### src/rtl/nand_crd_pkg.sv
// Shared opcodes and state types for the NAND cache-read sequencer.
package nand_crd_pkg;
    localparam logic [7:0] OP_READ  = 8'h00;
    localparam logic [7:0] OP_START = 8'h30;
    localparam logic [7:0] OP_CSEQ  = 8'h31;
    localparam logic [7:0] OP_CEND  = 8'h3F;

    typedef enum logic [3:0] {
        ST_IDLE, ST_PAGE, ST_C00, ST_ADDR, ST_C30, ST_C31, ST_CCONT,
        ST_TWB, ST_WAIT, ST_TRR, ST_DATA, ST_NEXT, ST_DONE
    } crd_state_t;

    typedef enum logic [1:0] {
        PK_ORD, PK_SEQ_FIRST, PK_SEQ_CONT
    } page_kind_t;
endpackage

### src/rtl/nand_crd_sync.sv
// Multi-flop synchronizer for the asynchronous ready/busy line.
// Assumes STAGES >= 2. Resets to "busy", so no wait can pass early.
module nand_crd_sync #(
    parameter int STAGES = 2
) (
    input  logic clk,
    input  logic rst_n,
    input  logic din,
    output logic dout
);
    logic [STAGES-1:0] chain;

    // shift the raw level through the flop chain
    always_ff @(posedge clk) begin
        if (!rst_n) chain <= '0;
        else        chain <= {chain[STAGES-2:0], din};
    end

    assign dout = chain[STAGES-1];
endmodule

### src/rtl/nand_crd_planner.sv
// Decides, when a request is accepted, whether it uses the cache flow.
// It also records the first and last pages of the cache run, and
// classifies any current page against that run.
// Assumes the column is smaller than the page size.
module nand_crd_planner
    import nand_crd_pkg::*;
#(
    parameter int ROW_W = 24,
    parameter int COL_W = 16,
    parameter int LEN_W = 20,
    parameter int SH_W  = 4
) (
    input  logic             clk,
    input  logic             rst_n,
    input  logic             load,
    input  logic [ROW_W-1:0] req_page,
    input  logic [COL_W-1:0] req_col,
    input  logic [LEN_W-1:0] req_len,
    input  logic [SH_W-1:0]  cfg_page_shift,
    input  logic [ROW_W-1:0] cur_page,
    output page_kind_t       kind,
    output logic             in_run,
    output logic             is_last
);
    localparam int SUM_W = LEN_W + 2;

    logic             seq_on;
    logic [ROW_W-1:0] run_first;
    logic [ROW_W-1:0] run_last;
    logic [SUM_W-1:0] span, two_pg, three_pg;
    logic             want_seq;

    // geometry test for the cache flow
    always_comb begin
        span     = SUM_W'(req_col) + SUM_W'(req_len);
        two_pg   = SUM_W'(2) << cfg_page_shift;
        three_pg = SUM_W'(3) << cfg_page_shift;
        if (req_col == '0) want_seq = (SUM_W'(req_len) >= two_pg);
        else               want_seq = (span >= three_pg);
    end

    // latch the decision and the run bounds on request accept
    always_ff @(posedge clk) begin
        if (!rst_n) begin
            seq_on    <= 1'b0;
            run_first <= '0;
            run_last  <= '0;
        end else if (load) begin
            seq_on    <= want_seq;
            run_first <= req_page + ROW_W'(req_col != '0);
            run_last  <= req_page + ROW_W'(req_len >> cfg_page_shift);
        end
    end

    // classify the page being sequenced
    always_comb begin
        in_run  = seq_on && (cur_page >= run_first) && (cur_page <= run_last);
        is_last = (cur_page == run_last);
        if (!in_run)                    kind = PK_ORD;
        else if (cur_page == run_first) kind = PK_SEQ_FIRST;
        else                            kind = PK_SEQ_CONT;
    end
endmodule

### src/rtl/nand_crd_fsm.sv
// Bus sequencer: walks page by page and issues the command and address
// cycles, the timed waits on ready/busy and the data strobes. Bytes it
// strobes are registered onto the output stream.
// Assumes COL_W <= 16, ROW_W <= 24, LEN_W > COL_W, TRR_CYC >= 1, and
// that requests arrive only while the block is idle.
module nand_crd_fsm
    import nand_crd_pkg::*;
#(
    parameter int ROW_W   = 24,
    parameter int COL_W   = 16,
    parameter int LEN_W   = 20,
    parameter int SH_W    = 4,
    parameter int TMO_W   = 16,
    parameter int TWB_TOT = 4,
    parameter int TRR_CYC = 2
) (
    input  logic             clk,
    input  logic             rst_n,
    input  logic [SH_W-1:0]  cfg_page_shift,
    input  logic             cfg_row3,
    input  logic [TMO_W-1:0] cfg_timeout,
    input  logic             req_valid,
    input  logic [ROW_W-1:0] req_page,
    input  logic [COL_W-1:0] req_col,
    input  logic [LEN_W-1:0] req_len,
    input  logic             rb_s,
    input  page_kind_t       kind,
    input  logic             in_run,
    input  logic             is_last,
    output logic             plan_load,
    output logic [ROW_W-1:0] cur_page,
    output logic             ack,
    output logic             err,
    output logic             bus_cle,
    output logic             bus_ale,
    output logic             bus_re,
    output logic [7:0]       bus_dout,
    input  logic [7:0]       bus_din,
    output logic             out_valid,
    output logic [7:0]       out_data
);
    localparam int TMAX = (TWB_TOT > TRR_CYC) ? TWB_TOT : TRR_CYC;
    localparam int TW   = $clog2(TMAX + 1);
    localparam int BW   = COL_W + 1;

    crd_state_t       state;
    page_kind_t       kind_q;
    logic [COL_W-1:0] pcol;
    logic [LEN_W-1:0] remain;
    logic [BW-1:0]    burst;
    logic [2:0]       aidx;
    logic             after31;
    logic [7:0]       cmd_q;
    logic [TW-1:0]    tcnt;
    logic [TMO_W-1:0] wcnt;
    logic [BW-1:0]    psize, avail;
    logic [2:0]       last_aidx;
    logic [15:0]      col16;
    logic [23:0]      row24;

    assign plan_load = (state == ST_IDLE) && req_valid;
    assign psize     = BW'(1) << cfg_page_shift;
    assign avail     = psize - BW'(pcol);
    assign last_aidx = cfg_row3 ? 3'd4 : 3'd3;
    assign col16     = 16'(pcol);
    assign row24     = 24'(cur_page);

    // main sequencing state machine
    always_ff @(posedge clk) begin
        if (!rst_n) begin
            state    <= ST_IDLE;
            kind_q   <= PK_ORD;
            cur_page <= '0;
            pcol     <= '0;
            remain   <= '0;
            burst    <= '0;
            aidx     <= '0;
            after31  <= 1'b0;
            cmd_q    <= OP_READ;
            tcnt     <= '0;
            wcnt     <= '0;
            err      <= 1'b0;
        end else begin
            case (state)
                ST_IDLE: if (req_valid) begin
                    cur_page <= req_page;
                    pcol     <= req_col;
                    remain   <= req_len;
                    err      <= 1'b0;
                    state    <= ST_PAGE;
                end
                ST_PAGE: begin
                    kind_q <= kind;
                    if (remain < LEN_W'(avail)) burst <= BW'(remain);
                    else                        burst <= avail;
                    if (kind == PK_SEQ_CONT) begin
                        cmd_q <= is_last ? OP_CEND : OP_CSEQ;
                        state <= ST_CCONT;
                    end else begin
                        aidx  <= '0;
                        state <= ST_C00;
                    end
                end
                ST_C00:  state <= ST_ADDR;
                ST_ADDR: begin
                    if (aidx == last_aidx) state <= ST_C30;
                    else                   aidx  <= aidx + 3'd1;
                end
                ST_C30: begin
                    after31 <= (kind_q == PK_SEQ_FIRST);
                    tcnt    <= '0;
                    state   <= ST_TWB;
                end
                ST_C31, ST_CCONT: begin
                    after31 <= 1'b0;
                    tcnt    <= '0;
                    state   <= ST_TWB;
                end
                ST_TWB: begin
                    if (tcnt == TW'(TWB_TOT - 1)) begin
                        wcnt  <= '0;
                        state <= ST_WAIT;
                    end else begin
                        tcnt <= tcnt + TW'(1);
                    end
                end
                ST_WAIT: begin
                    if (rb_s) begin
                        tcnt <= '0;
                        if (after31)          state <= ST_C31;
                        else if (burst != '0) state <= ST_TRR;
                        else                  state <= ST_NEXT;
                    end else if (wcnt == cfg_timeout) begin
                        err   <= 1'b1;
                        state <= ST_DONE;
                    end else begin
                        wcnt <= wcnt + TMO_W'(1);
                    end
                end
                ST_TRR: begin
                    if (tcnt == TW'(TRR_CYC - 1)) state <= ST_DATA;
                    else                          tcnt  <= tcnt + TW'(1);
                end
                ST_DATA: begin
                    burst  <= burst - BW'(1);
                    remain <= remain - LEN_W'(1);
                    if (burst == BW'(1)) state <= ST_NEXT;
                end
                ST_NEXT: begin
                    if (remain == '0 && (!in_run || is_last)) begin
                        state <= ST_DONE;
                    end else begin
                        cur_page <= cur_page + ROW_W'(1);
                        pcol     <= '0;
                        state    <= ST_PAGE;
                    end
                end
                ST_DONE: state <= ST_IDLE;
                default: state <= ST_IDLE;
            endcase
        end
    end

    // register strobed bytes onto the output stream
    always_ff @(posedge clk) begin
        if (!rst_n) begin
            out_valid <= 1'b0;
            out_data  <= '0;
        end else begin
            out_valid <= (state == ST_DATA);
            if (state == ST_DATA) out_data <= bus_din;
        end
    end

    // decode bus cycle type and byte from the current state
    always_comb begin
        bus_cle  = 1'b0;
        bus_ale  = 1'b0;
        bus_re   = (state == ST_DATA);
        bus_dout = 8'h00;
        case (state)
            ST_C00:   begin bus_cle = 1'b1; bus_dout = OP_READ;  end
            ST_C30:   begin bus_cle = 1'b1; bus_dout = OP_START; end
            ST_C31:   begin bus_cle = 1'b1; bus_dout = OP_CSEQ;  end
            ST_CCONT: begin bus_cle = 1'b1; bus_dout = cmd_q;    end
            ST_ADDR: begin
                bus_ale = 1'b1;
                case (aidx)
                    3'd0:    bus_dout = col16[7:0];
                    3'd1:    bus_dout = col16[15:8];
                    3'd2:    bus_dout = row24[7:0];
                    3'd3:    bus_dout = row24[15:8];
                    default: bus_dout = row24[23:16];
                endcase
            end
            default: ;
        endcase
    end

    assign ack = (state == ST_DONE);
endmodule

### src/rtl/nand_crd_top.sv
// Top of the NAND sequential cache-read sequencer. It synchronizes
// ready/busy, plans the read flow from the request geometry and drives
// the byte-wide flash bus. Configuration inputs must hold steady for
// the duration of a request.
module nand_crd_top
    import nand_crd_pkg::*;
#(
    parameter int ROW_W   = 24,
    parameter int COL_W   = 16,
    parameter int LEN_W   = 20,
    parameter int SH_W    = 4,
    parameter int TMO_W   = 16,
    parameter int SYNC_N  = 2,
    parameter int TWB_CYC = 2,
    parameter int TRR_CYC = 2
) (
    input  logic             clk,
    input  logic             rst_n,
    input  logic [SH_W-1:0]  cfg_page_shift,
    input  logic             cfg_row3,
    input  logic [TMO_W-1:0] cfg_timeout,
    input  logic             req_valid,
    input  logic [ROW_W-1:0] req_page,
    input  logic [COL_W-1:0] req_col,
    input  logic [LEN_W-1:0] req_len,
    output logic             ack,
    output logic             err,
    output logic             bus_cle,
    output logic             bus_ale,
    output logic             bus_re,
    output logic [7:0]       bus_dout,
    input  logic [7:0]       bus_din,
    input  logic             bus_rb,
    output logic             out_valid,
    output logic [7:0]       out_data
);
    localparam int TWB_TOT = TWB_CYC + SYNC_N;

    logic             rb_s;
    logic             plan_load;
    logic [ROW_W-1:0] cur_page;
    page_kind_t       kind;
    logic             in_run;
    logic             is_last;

    nand_crd_sync #(.STAGES(SYNC_N)) u_sync (
        .clk(clk), .rst_n(rst_n), .din(bus_rb), .dout(rb_s)
    );

    nand_crd_planner #(
        .ROW_W(ROW_W), .COL_W(COL_W), .LEN_W(LEN_W), .SH_W(SH_W)
    ) u_plan (
        .clk(clk), .rst_n(rst_n), .load(plan_load),
        .req_page(req_page), .req_col(req_col), .req_len(req_len),
        .cfg_page_shift(cfg_page_shift), .cur_page(cur_page),
        .kind(kind), .in_run(in_run), .is_last(is_last)
    );

    nand_crd_fsm #(
        .ROW_W(ROW_W), .COL_W(COL_W), .LEN_W(LEN_W), .SH_W(SH_W),
        .TMO_W(TMO_W), .TWB_TOT(TWB_TOT), .TRR_CYC(TRR_CYC)
    ) u_fsm (
        .clk(clk), .rst_n(rst_n), .cfg_page_shift(cfg_page_shift),
        .cfg_row3(cfg_row3), .cfg_timeout(cfg_timeout),
        .req_valid(req_valid), .req_page(req_page), .req_col(req_col),
        .req_len(req_len), .rb_s(rb_s), .kind(kind), .in_run(in_run),
        .is_last(is_last), .plan_load(plan_load), .cur_page(cur_page),
        .ack(ack), .err(err), .bus_cle(bus_cle), .bus_ale(bus_ale),
        .bus_re(bus_re), .bus_dout(bus_dout), .bus_din(bus_din),
        .out_valid(out_valid), .out_data(out_data)
    );
endmodule

### config.mk
export PLATFORM = sky130hd
export DESIGN_NAME = nand_crd_top
export DESIGN_NICKNAME = d
export VERILOG_FILES = /design/src/rtl/nand_crd_pkg.sv /design/src/rtl/nand_crd_sync.sv /design/src/rtl/nand_crd_planner.sv /design/src/rtl/nand_crd_fsm.sv /design/src/rtl/nand_crd_top.sv
export SDC_FILE = /design/constraint.sdc
export NUM_CORES = 1
export LEC_CHECK = 0
export ABC_AREA = 1
export BUFFER_PORTS_ARGS = -buffer_cell sky130_fd_sc_hd__buf_2
export CAP_MARGIN = 20
export CORE_MARGIN = 5
export CORE_UTILIZATION = 55
export DETAILED_ROUTE_END_ITERATION = 8
export GPL_ROUTABILITY_DRIVEN = 0
export PLACE_DENSITY = 0.7
export RECOVER_POWER = 25
export SETUP_SLACK_MARGIN = 0.05
export SYNTH_ARGS = -nofsm -noshare
export SYNTH_HDL_FRONTEND = slang
export SYNTH_HIERARCHICAL = 1
export SYNTH_SLANG_ARGS = --single-unit
### constraint.sdc
create_clock -name clk -period 5 [get_ports clk]
set_input_delay 1 -clock clk [delete_from_list [all_inputs] [get_ports clk]]
set_output_delay 1 -clock clk [all_outputs]
set_load 0.01 [all_outputs]
==> flow_summary.toml <==
[yosys]
synth.avg_cell_area_um2 = 6.19
syn_area_um2 = 16900
yosysWarnings = 6
async_flop_share_pct = 0
yosysTopAreaCellShare_pct = 20.0
ys_ff_latch = 169
yosys.area.top_type = "dfxtp_1"
synthFlopType = "dfxtp_1"
yosysSeqAreaShare_pct = 20.0
netlist_instances = 2726
syn-num-nets = 2992
ys_types = 60
netlist_top_cells_area = "dfxtp_1, nand2_1, ha_1"
synth-edff-count = 0

[routing]
vias = 18300
drt-pass1-iter-count = 6
ant_nets = 0
routed_via_density = 5.73
drc = 0
wl_mm = 54.3
wl_per_cell_um = 17.0
first_iter_violations = 1943

[setup_path]
ff2ff_setup_slack_ps = 970
start_kind = "input port"
cpMostUsedCell = "nand2_1"
critPathBufInv = 3
cp.arrival_ps = 4700
crit_path_end_kind = "register"
cp_max_fo = 24
critPathMaxStageDelay_ps = 400
crit_slowest_cell = "nor4_1"
path_class = "in -> reg"
cp.required_ps = 5320
crit_chain = "buf_2 > clkinv_1 > nor4_1 > ha_1 > a21oi_1 > o21ai_0 > a21oi_1 > nand3_1 > and2_1 > ha_1 > nand2_1 > nor2_1 > nand2_1 > nor2_1 > nand2_1 > nand3_2 > inv_1 > nand2_1 > nand3_1 > a21oi_1"
crit_family = "simple AND/OR/NAND/NOR gates"

[die]
die_w_um = 185
die_area_um2 = 34300
core_region_area_um2 = 30400
rows = 64
initial_core_util_pct = 55.5
die_h_um = 185
pin_count = 115

[job]
drv_cap = 1

[cts]
cts_max_level = 4
cts_made_buffers = 17
cts_hold_buf = 0
postCtsSetupRepairBufs = 0
cts_root_buf = "clkbuf_16"
clock_latency_ps = 450
clock_sinks = 169
cts_tree = "yes"
clk_pin_slew_worst_paths_ps = 70
cts.path.max_buffers = 2
cts_resized = 0

[timing]
final.setup.tns_ps = 0
finalCritPeriodShare_pct = 87.6
finClkSkew_ps = 17.4
hold_viol = 0
slew_headroom_pct = -14.3
fin_hold_ws_ps = 435
final-max-slew-violation-count = 45
max_freq_mhz = 228
setup_viol = 0
fin_crit_ps = 4380
rsz0062_at_grt = "false"
worstMarginPinSlew_ps = 1710

[placed_design]
dp_hpwl_mm = 42.3
port_buffers = 114
placed_area_um2 = 17700

[cells_and_area]
fin_area_um2 = 18200
diodes = 0
layout_commonest_cell = "nand2_1"
drive_gt1_share_pct = 8.35
fillers = 3086
area_growth_pct = 7.76
final_cell_mix = "nand2_1, inv_1, nor2_1, a21oi_1, o21ai_0"
nNetsFinal = 3057

[global_route]
track_usage_pct = 31.0
antenna_found_initial = 0
grt_pass1_wl_mm = 86.2
grt_pass1_vias = 17000
grt_overflow = 0
grt_max_degree = 58

[worst_hold_path]
min_path_type = "reg -> reg"

[power]
p_total_mw = 8.69
vdd_drop_max_uv = 399
power_density_nw_per_um2 = 477
leakagePower_nw = 8.83

[status]
violations = "capacitance limit, slew limit"
status = "complete, but fails checks"
-- metal layers --
| layer | track usage (%) | vias to the layer above | share of wire, % |
|---|---|---|---|
| li1 | - | 9112 | - |
| met1 | 41.1 | 8350 | 43 |
| met2 | 51.0 | 752 | 45 |
| met3 | 5.36 | 109 | 8.6 |
| met4 | 11.0 | 0 | 3.2 |
| met5 | 0 | - | 0 |
-- area by class of cell --
cell class / instances / area (µm²) / share of cell area (%)
clock inverters: 11 / 86.3 / 0.474
flip-flops and latches: 169 / 3380 / 18.6
inverters: 395 / 1490 / 8.16
clock buffers: 21 / 460 / 2.53
repair buffers: 131 / 686 / 3.77
multi-input cells: 2077 / 11600 / 63.7
well taps: 396 / 495 / 2.72
-- Yosys cell counts, drive strengths merged, types with 9 or more instances --
library cell,instances
nand4,44
a211oi,19
a21oi,255
nor2,297
inv,393
nand2,638
xor2,61
or2,9
o211ai,26
nor3,42
clkbuf,47
buf,38
a31oi,14
dfxtp,169
nor4,11
ha,170
xnor2,32
nand3,192
o21ai,197
o22ai,12
-- flip-flops by register name (all words and copies together), names as in the netlist, 3 cells and up --
| register | count |
|---|---|
| u_fsm/tcnt | 3 |
| u_fsm/aidx | 3 |
| u_fsm/out_data | 8 |
| u_fsm/burst | 17 |
| u_fsm/state | 4 |
| u_plan/run_last | 24 |
| u_fsm/col16 | 16 |
| u_fsm/cur_page | 24 |
| u_plan/run_first | 24 |
| u_fsm/remain | 20 |
| u_fsm/wcnt | 16 |
-- report_power, final --
part	internal [mW]	switching, mW
sequential	1.74	0.427
combinational	1.77	3.47
clock	0.670	0.606
total	4.18	4.51
-- tightest hold or removal path: stages (launching register included) --
cell and delay, ps:
dfxtp_1 310, nand2_1 60, inv_1 30
-- per-stage QoR --
stage / instances / utilization (%) / setup slack [ps]
after global placement: 3168 / 58.1 / 414
after detailed placement: 3168 / 58.1 / 316
after CTS: 3200 / 59.9 / 768
final: 3200 / 59.8 / 619
after global routing: 3200 / 59.8 / 309
after floorplan: 2726 / - / 865
-- cells by family after synthesis --
kind of cell / synth area share [%]
buf+inv: 11.2
simple gates: 32.2
xor+xnor: 4.82
flops: 20.0
fa+ha+maj: 13.0
compound gates: 18.5
mux: 0.237
-- final timing paths --
check / cells after the start / from / end
worst min register to register: 2 / u_sync/chain[0]$_SDFF_PN0_ / u_sync/chain[1]$_SDFF_PN0_
worst max register to register: 21 / u_fsm/cur_page[23]$_SDFFE_PN0P_ / u_fsm/cur_page[10]$_SDFFE_PN0P_
worst max-delay path: 20 / cfg_page_shift[3] / u_fsm/burst[14]$_SDFFE_PN0P_
worst min-delay path: 2 / u_sync/chain[0]$_SDFF_PN0_ / u_sync/chain[1]$_SDFF_PN0_
Power figures use the tool's default switching activity.
